## src/rtl/mmio_fifo_pkg.sv

```systemverilog
package mmio_fifo_pkg;

  localparam int WORD_W = 32;
  localparam int ADDR_W = 4;

  localparam logic [ADDR_W-1:0] OFS_DATA = 4'h0;
  localparam logic [ADDR_W-1:0] OFS_STAT = 4'h4;

  // kind of response held for the cycle after a bus read
  typedef enum logic [1:0] {
    RSP_NONE = 2'd0,
    RSP_DATA = 2'd1,
    RSP_STAT = 2'd2,
    RSP_ZERO = 2'd3
  } rsp_kind_e;

  // status word: count above the two flag bits
  function automatic logic [WORD_W-1:0] pack_status(input logic is_empty,
                                                    input logic is_full,
                                                    input logic [WORD_W-3:0] fill);
    return {fill, is_full, is_empty};
  endfunction

  // advance a slot index with wrap at an arbitrary depth
  function automatic int unsigned wrap_next(input int unsigned cur, input int unsigned depth);
    return (cur == depth - 1) ? 0 : cur + 1;
  endfunction

endpackage

```

## src/rtl/mfq_ptr_ctrl.sv

```systemverilog
module mfq_ptr_ctrl #(
  parameter int DEPTH = 64,
  localparam int AW = (DEPTH > 1) ? $clog2(DEPTH) : 1,
  localparam int CW = $clog2(DEPTH + 1)
) (
  input  logic          clk,
  input  logic          rst_n,
  input  logic          push_req,
  input  logic          pop_req,
  output logic          push_ok,
  output logic          pop_ok,
  output logic [AW-1:0] wr_addr,
  output logic [AW-1:0] rd_addr,
  output logic [CW-1:0] count,
  output logic          empty,
  output logic          full
);
  import mmio_fifo_pkg::*;

  logic [AW-1:0] wr_q, rd_q;
  logic [CW-1:0] cnt_q;

  function automatic logic [AW-1:0] bump(input logic [AW-1:0] p);
    return AW'(wrap_next(int'(p), DEPTH));
  endfunction

  assign empty   = (cnt_q == '0);
  assign full    = (cnt_q == CW'(DEPTH));
  assign pop_ok  = pop_req & ~empty;
  // a pop in the same cycle frees the slot a full queue needs
  assign push_ok = push_req & (~full | pop_ok);

  always_ff @(posedge clk) begin
    if (!rst_n) begin
      wr_q  <= '0;
      rd_q  <= '0;
      cnt_q <= '0;
    end else begin
      if (push_ok) wr_q <= bump(wr_q);
      if (pop_ok)  rd_q <= bump(rd_q);
      case ({push_ok, pop_ok})
        2'b10:   cnt_q <= cnt_q + CW'(1);
        2'b01:   cnt_q <= cnt_q - CW'(1);
        default: cnt_q <= cnt_q;
      endcase
    end
  end

  assign wr_addr = wr_q;
  assign rd_addr = rd_q;
  assign count   = cnt_q;

endmodule

```

## src/rtl/mfq_store.sv

```systemverilog
module mfq_store #(
  parameter int DEPTH = 64,
  parameter int W = 32,
  localparam int AW = (DEPTH > 1) ? $clog2(DEPTH) : 1
) (
  input  logic          clk,
  input  logic          we,
  input  logic [AW-1:0] waddr,
  input  logic [W-1:0]  wdata,
  input  logic          re,
  input  logic [AW-1:0] raddr,
  output logic [W-1:0]  rdata
);
  logic [W-1:0] mem [DEPTH];
  logic [W-1:0] rd_q;

  // read-first: a same-address write returns the old word
  always_ff @(posedge clk) begin
    if (we) mem[waddr] <= wdata;
    if (re) rd_q <= mem[raddr];
  end

  assign rdata = rd_q;

endmodule

```

## src/rtl/mfq_bus_regs.sv

```systemverilog
module mfq_bus_regs #(
  parameter int DEPTH = 64,
  localparam int CW = $clog2(DEPTH + 1)
) (
  input  logic          clk,
  input  logic          rst_n,
  input  logic          bus_valid,
  input  logic          bus_write,
  input  logic [3:0]    bus_addr,
  input  logic [31:0]   bus_wdata,
  input  logic          hw_push,
  input  logic [31:0]   hw_push_data,
  input  logic          hw_pop,
  input  logic          empty,
  input  logic          full,
  input  logic [CW-1:0] count,
  input  logic          pop_ok,
  input  logic [31:0]   ram_rdata,
  output logic          bus_rd,
  output logic          bus_push,
  output logic          bus_pop,
  output logic          hw_push_fwd,
  output logic          hw_pop_fwd,
  output logic          push_req,
  output logic          pop_req,
  output logic [31:0]   push_data,
  output logic          bus_rvalid,
  output logic [31:0]   bus_rdata,
  output logic          hw_pop_valid
);
  import mmio_fifo_pkg::*;

  logic      hit_data, hit_stat, bus_wr;
  rsp_kind_e rsp_q;
  logic [31:0] stat_q;
  logic      hwv_q;

  assign bus_rd   = bus_valid & ~bus_write;
  assign bus_wr   = bus_valid & bus_write;
  assign hit_data = (bus_addr == OFS_DATA);
  assign hit_stat = (bus_addr == OFS_STAT);

  assign bus_pop  = bus_rd & hit_data;
  assign bus_push = bus_wr & hit_data;

  // the bus takes precedence over the agent in each direction
  assign hw_pop_fwd  = hw_pop & ~bus_pop;
  assign hw_push_fwd = hw_push & ~bus_push;
  assign push_req    = bus_push | hw_push_fwd;
  assign pop_req     = bus_pop | hw_pop_fwd;
  assign push_data   = bus_push ? bus_wdata : hw_push_data;

  always_ff @(posedge clk) begin
    if (!rst_n) begin
      rsp_q  <= RSP_NONE;
      stat_q <= '0;
      hwv_q  <= 1'b0;
    end else begin
      if (!bus_rd)        rsp_q <= RSP_NONE;
      else if (hit_data)  rsp_q <= (pop_ok ? RSP_DATA : RSP_ZERO);
      else if (hit_stat)  rsp_q <= RSP_STAT;
      else                rsp_q <= RSP_ZERO;
      stat_q <= pack_status(empty, full, 30'(count));
      hwv_q  <= hw_pop_fwd & pop_ok;
    end
  end

  assign bus_rvalid = (rsp_q != RSP_NONE);

  always_comb begin
    case (rsp_q)
      RSP_DATA: bus_rdata = ram_rdata;
      RSP_STAT: bus_rdata = stat_q;
      default:  bus_rdata = '0;
    endcase
  end

  assign hw_pop_valid = hwv_q;

endmodule

```

## src/rtl/mmio_fifo_queue.sv

```systemverilog
module mmio_fifo_queue #(
  parameter int DEPTH = 64,
  localparam int AW = (DEPTH > 1) ? $clog2(DEPTH) : 1,
  localparam int CW = $clog2(DEPTH + 1)
) (
  input  logic        clk,
  input  logic        rst_n,
  input  logic        bus_valid,
  output logic        bus_ready,
  input  logic        bus_write,
  input  logic [3:0]  bus_addr,
  input  logic [31:0] bus_wdata,
  output logic        bus_rvalid,
  output logic [31:0] bus_rdata,
  input  logic        hw_push,
  input  logic [31:0] hw_push_data,
  output logic        hw_push_ack,
  input  logic        hw_pop,
  output logic        hw_pop_valid,
  output logic [31:0] hw_pop_data,
  output logic        hw_empty,
  output logic        hw_full
);
  import mmio_fifo_pkg::*;

  // named internal events, also used by the checker
  logic          bus_rd, bus_push, bus_pop, hw_push_fwd, hw_pop_fwd;
  logic          push_req, pop_req, push_ok, pop_ok;
  logic          empty, full;
  logic [CW-1:0] occ;
  logic [AW-1:0] wr_addr, rd_addr;
  logic [31:0]   push_data, ram_rdata;

  mfq_bus_regs #(.DEPTH(DEPTH)) u_regs (
    .clk, .rst_n, .bus_valid, .bus_write, .bus_addr, .bus_wdata,
    .hw_push, .hw_push_data, .hw_pop,
    .empty, .full, .count(occ), .pop_ok, .ram_rdata,
    .bus_rd, .bus_push, .bus_pop, .hw_push_fwd, .hw_pop_fwd,
    .push_req, .pop_req, .push_data,
    .bus_rvalid, .bus_rdata, .hw_pop_valid
  );

  mfq_ptr_ctrl #(.DEPTH(DEPTH)) u_ptr (
    .clk, .rst_n, .push_req, .pop_req, .push_ok, .pop_ok,
    .wr_addr, .rd_addr, .count(occ), .empty, .full
  );

  mfq_store #(.DEPTH(DEPTH), .W(WORD_W)) u_store (
    .clk, .we(push_ok), .waddr(wr_addr), .wdata(push_data),
    .re(pop_ok), .raddr(rd_addr), .rdata(ram_rdata)
  );

  assign bus_ready   = 1'b1;
  assign hw_push_ack = hw_push_fwd & push_ok;
  assign hw_pop_data = ram_rdata;
  assign hw_empty    = empty;
  assign hw_full     = full;

endmodule

```

## config.mk

```make
export PLATFORM = sky130hd
export DESIGN_NAME = mmio_fifo_queue
export DESIGN_NICKNAME = d
export VERILOG_FILES = /design/src/rtl/mmio_fifo_pkg.sv /design/src/rtl/mfq_ptr_ctrl.sv /design/src/rtl/mfq_store.sv /design/src/rtl/mfq_bus_regs.sv /design/src/rtl/mmio_fifo_queue.sv
export SDC_FILE = /design/constraint.sdc
export NUM_CORES = 2
export LEC_CHECK = 0
export BUFFER_PORTS_ARGS = -buffer_cell sky130_fd_sc_hd__buf_2
export CAP_MARGIN = 20
export CELL_PAD_IN_SITES_DETAIL_PLACEMENT = 1
export CELL_PAD_IN_SITES_GLOBAL_PLACEMENT = 2
export CORE_MARGIN = 2
export CORE_UTILIZATION = 43
export DETAILED_ROUTE_END_ITERATION = 6
export PLACE_DENSITY_LB_ADDON = 0.1
export SLEW_MARGIN = 20
export SYNTH_ARGS = -nofsm -noshare
export SYNTH_HDL_FRONTEND = slang
export SYNTH_SLANG_ARGS = --single-unit
```

## constraint.sdc

```tcl
create_clock -name clk -period 4.15 [get_ports clk]
set_input_delay 0.83 -clock clk [delete_from_list [all_inputs] [get_ports clk]]
set_output_delay 0.83 -clock clk [all_outputs]
set_load 0.01 [all_outputs]
```

# Word level (Yosys, flattened, before mapping)
# Memory sizes are Yosys's and may differ from the RTL's. A register that Yosys moved wholly into a read port is not among the register bits.
# Cells that the tools add are included.
# classes
bitwise_logic	18
n_addsub	4
muxes	10
n_eq_ne	8
reduce_logical	5
# op_table
cell	n
$pmux 32 s2	1
$mux 32	1
$pmux 7 s2	1
$add 6x1->6 const B	2
$eq 6x6->1 const B	2
$mux 6	2
$and 1x1->1	10
$add 7x1->7 const B	1
$eq 7x7->1 const B	1
$logic_not 7->1	1
$sub 7x1->7 const B	1
$not 1->1	5
$eq 2x1->1 const B	2
$eq 2x2->1 const B	2
$eq 4x3->1 const B	1
$logic_not 4->1	1
$mux 2	2
$reduce_bool 2->1	2
$mux 1	3
$or 1x1->1	3
$reduce_and 2->1	1
# word_totals
output_inout_bits	70
elab_cells	53
mem_count	1
reg_bits	54
ramBits	2048
# mem_list
memory	words	word_bits	rd	rd_ports_with_merged_regs	wr	line	text
u_store.mem	64	32	1	1	1	mfq_store.sv:14	logic [W-1:0] mem [DEPTH];

# Depth between registers and ports, before layout
# depth
word_depth	11
ltp_mapped	12
ltp_nobuf	12

# Cells and area by module
# Synthesis repeated with hierarchy kept, for this count alone.
# hier_totals
hier_cells	3591
hier_area_um2	81288.0
# by_module_without_submodules
module	area_each_um2	seq_area_each_um2	instances	cells_each
mfq_store	78835.6	62459.9	1	3324
mfq_bus_regs	1252.5	240.2	1	123
mfq_ptr_ctrl	1182.4	380.4	1	141
mmio_fifo_queue	17.5	0.0	1	3

# Least setup slack after synthesis
# OpenSTA, ideal clock, no wires.
# synth_timing
kind	input-to-reg
start	in bus_addr[3]
end	mem u_store.mem[62][0] (enable)
slack_ns	0.204
arrival_time_ns	3.525
stages	7
n_path_buf	1
setup_time_ns	0.421
t_required_ns	3.729
cell_sequence	nor4_2 and3_1 buf_2 o32ai_1 nor2_1 nand3_1 nor2_1
# synth_between
elab_chain_len	10
elab_cells_between_ends	14
classes_between	2 x mux; 11 x bitwise; 1 x reduce/logical
# synth_lines
element	line	text
start: declaration	mmio_fifo_queue.sv:11	input logic [3:0] bus_addr,
$logic_not 4->1 (*)	mfq_bus_regs.sv:40	assign hit_data = (bus_addr == OFS_DATA);
$and 1x1->1	mfq_bus_regs.sv:43	assign bus_pop = bus_rd & hit_data;
$not 1->1	mfq_bus_regs.sv:47	assign hw_pop_fwd = hw_pop & ~bus_pop;
$and 1x1->1	mfq_bus_regs.sv:47	
$or 1x1->1	mfq_bus_regs.sv:50	assign pop_req = bus_pop | hw_pop_fwd;
$and 1x1->1	mfq_ptr_ctrl.sv:29	assign pop_ok = pop_req & ~empty;
$or 1x1->1	mfq_ptr_ctrl.sv:31	assign push_ok = push_req & (~full | pop_ok);
$and 1x1->1 (*)	mfq_ptr_ctrl.sv:31	
$mux 1 (*)	mfq_store.sv:19	if (we) mem[waddr] <= wdata;
$mux 1 (implied by the code) (*)	mfq_store.sv:19	
end: declaration	mfq_store.sv:14	
# Mark *: on every way between the ends. The rest lies on a longest branch, timed or not.

# Worst setup path after layout
# layout_timing
start	reg u_regs.rsp_q[1]
end	out bus_rdata[6]
# layout_between
elab_chain_len	2
elab_cells_between_ends	3
classes_between	2 x eq/ne; 1 x mux
# layout_lines
element	line	text
start: declaration	mfq_bus_regs.sv:34	rsp_kind_e rsp_q;
start signal: assignment	mfq_bus_regs.sv:60	else if (hit_data) rsp_q <= (pop_ok ? RSP_DATA : RSP_ZERO);
$eq 2x2->1 / $eq 2x1->1 (equally long branches)	mfq_bus_regs.sv:71	case (rsp_q)
$pmux 32 s2 (*)	mfq_bus_regs.sv:71	
end: declaration	mmio_fifo_queue.sv:14	output logic [31:0] bus_rdata,
# Marks and branches as above.

==> metrics.cfg <==
[synthesis]
synthDistinctLibCells=61
async_flop_share=0
yosys_most_used_dff=edfxtp_1
synth_edf_count=2080
netlist_area_um2=81100
ys_seq_area_frac=0.778
synthesis.nets=3546
synth_common_cells=2080 x edfxtp_1, 586 x mux4_2, 108 x nor2_1, 71 x buf_2, 70 x mux2i_1
netlist_instances=3461
yosysTopAreaCell=edfxtp_1
synth_top_area_frac=0.770
avgSynthCellArea_um2=23.4
synth_seq_cells=2111
synth_area_leaders=edfxtp_1 77%, mux4_2 16%, mux2i_1 0.86%, dfxtp_1 0.77%, mux2_2 0.61%
yosysMostFrequentCell=edfxtp_1
yosysWarnings=0

[setup_path]
cp-start-kind=flip-flop
crit_chain=inv_1 -> ha_2 -> a22oi_1 -> nor2b_1 -> buf_2
path_class=flip-flop to primary output
critPathMaxFanout=32
cp.required_ps=3320
crit_path_top_delay_cell=ha_2
slowest_delay_ps=810
worstSetupEndpointType=primary output
ff2ff_path_depth=8
r2r_start=u_ptr.rd_addr[0]
r2r-end=u_store.rdata[3]
cp.arrival_ps=2590
r2r_slack_ps=850

[power]
finalPower_w=0.0500
leakage_nw=28.7
cellPowerDensity_nw_per_um2=533
peakVddDrop_mv=0.368

[global_route]
grt_antenna_before_repair=14
first_global_vias=41200
grt_pass1_wl_mm=307
grt_max_degree=78
grtUsageTotal=0.226
grt-ovfl-total=0

[timing]
finalSetupViolations=0
period_minus_slack_ps=3420
tns_ps=0
tightest_slew_ps=1010
finClkSkew_ps=22.8
fmax_ghz=0.292
drv_slew=0
final_hold_viol_count=0
rsz0062_at_grt=no
slew_headroom=0.328
fin_crit_sh=0.825

[placed_design]
dp.cells=6128
port-buffer-count=142
gp_congestion=0.785
hpwl_mm=128

[floorplanning]
core_area_um2=188000
die_h_um=438
ios=144
rows=159
chipWidth_um=438
die_area_um2=192000
start_util=0.432

[routing]
drt_iter0_markers=3714
drt-total-wl_mm=215
vias=38100
drc=0
dr.pass1.iters=5
detail-route-antenna-nets=0
viasPerCell=5.84
wl_per_cell_um=32.9

[clock_network]
postCtsHoldBufs=0
clk_pin_slew_ps=60
cts_setup_buffers=0
clockBufferDepth=3
cts_resized=0
cts_made_buffers=214
cts.sinks=2111
cts_tree=built
clock-root-buffer=clkbuf_16
htree_levels=4
clock_latency_ps=850

[final_layout]
nets=3934
stdcell_count=6531
syn_to_final_growth_pct=15.6
drive_gt1_frac=0.342

[status]
run_status=finished, final reports clean

[worst_hold_path]
hold_class=primary input to flip-flop
min_delay_path_depth=2
min_to=u_regs.rsp_q[0]
hp-start=bus_addr[2]

[run]
maxCapViolCount=0

[registers in the layout, indices dropped and copies added, names as in the netlist]
name,cells
u_regs.hw_pop_valid,1
u_store.mem,2048
u_regs.stat_q,9
u_ptr.rd_addr,6
u_ptr.wr_addr,6
u_store.rdata,32
u_regs.rsp_q,2
u_ptr.count,7
[layout make-up]
type	instances	area (µm²)
antenna	2	5.00
clock buffer	258	5610
clock inverter	143	1190
fill	16200	93900
inverter	14	53.8
multi-input combinational	1143	17500
sequential	2111	63100
tap	2495	3120
timing repair buffer	365	3140
[metrics by stage]
stage | area (µm²) | utilization | hold slack (ps) | setup slack [ps]
2_1_floorplan | 81100 | - | 463 | 204
3_3_place_gp | 86900 | 0.463 | 525 | 375
3_5_place_dp | 86900 | 0.463 | 515 | 366
4_1_cts | 93700 | 0.499 | 130 | 601
5_1_grt | 93700 | 0.500 | 191 | 572
6_report | 93700 | 0.500 | 196 | 727
[routing by layer]
layer / GRT usage / vias up / wire (µm)
met5: 0 / - / 42
met2: 0.369 / 1213 / 106000
met4: 0.0595 / 6 / 4830
met1: 0.318 / 21000 / 91600
li1: - / 15600 / -
met3: 0.0389 / 302 / 12600
[worst max path at each step]
stage                          startpoint                 end
final                     u_regs.rsp_q[1]        bus_rdata[6]
after global placement        bus_addr[3]      u_ptr.count[5]
after global routing      u_regs.rsp_q[1]        bus_rdata[3]
after detailed placement      bus_addr[3]      u_ptr.count[6]
after CTS                 u_regs.rsp_q[1]        bus_rdata[6]
after floorplan               bus_addr[3]  u_store.mem[62][0]
[cells by family (layout without fill, tap and decap cells)]
family,Yosys count,count (layout),synth area share
fa+ha+maj,11,11,0.00179
mux,700,700,0.178
buf+inv,207,780,0.0124
flops,2111,2111,0.778
compound gates,171,171,0.0141
xor+xnor,11,11,0.00119
other cells,1,3,0.0000462
simple gates,249,249,0.0150
[worst max-delay path, delay by kind of cell (launching register included)]
kind | cells | cell delay [ps]
adder cells (fa/ha/maj) | 1 | 810
AND/OR/NAND/NOR | 1 | 170
AO/OA/AOI/OAI | 1 | 230
buffers and inverters | 2 | 230
flip-flops | 1 | 310
[report_power, final]
part / switching (W) / total, W / internal [W] / leakage (nW)
registers: 0.000290 / 0.0242 / 0.0239 / 19.0
logic: 0.00374 / 0.00705 / 0.00331 / 6.35
clock network: 0.00807 / 0.0188 / 0.0107 / 3.33
[cells in the final DEF, fill, tap and decap left out, types with 32 or more instances in the layout]
cell       count
mux2_2        32
nor2_4        64
buf_2        142
mux4_2       586
clkinv_1      62
buf_12        60
mux2i_1       70
a21oi_1       35
clkinv_2      46
edfxtp_1    2080
clkbuf_1      40
nor2_1        43
nand2_1       32
buf_4        163
clkbuf_16    218
o22ai_1       45
(Power assumes the default switching activity.)
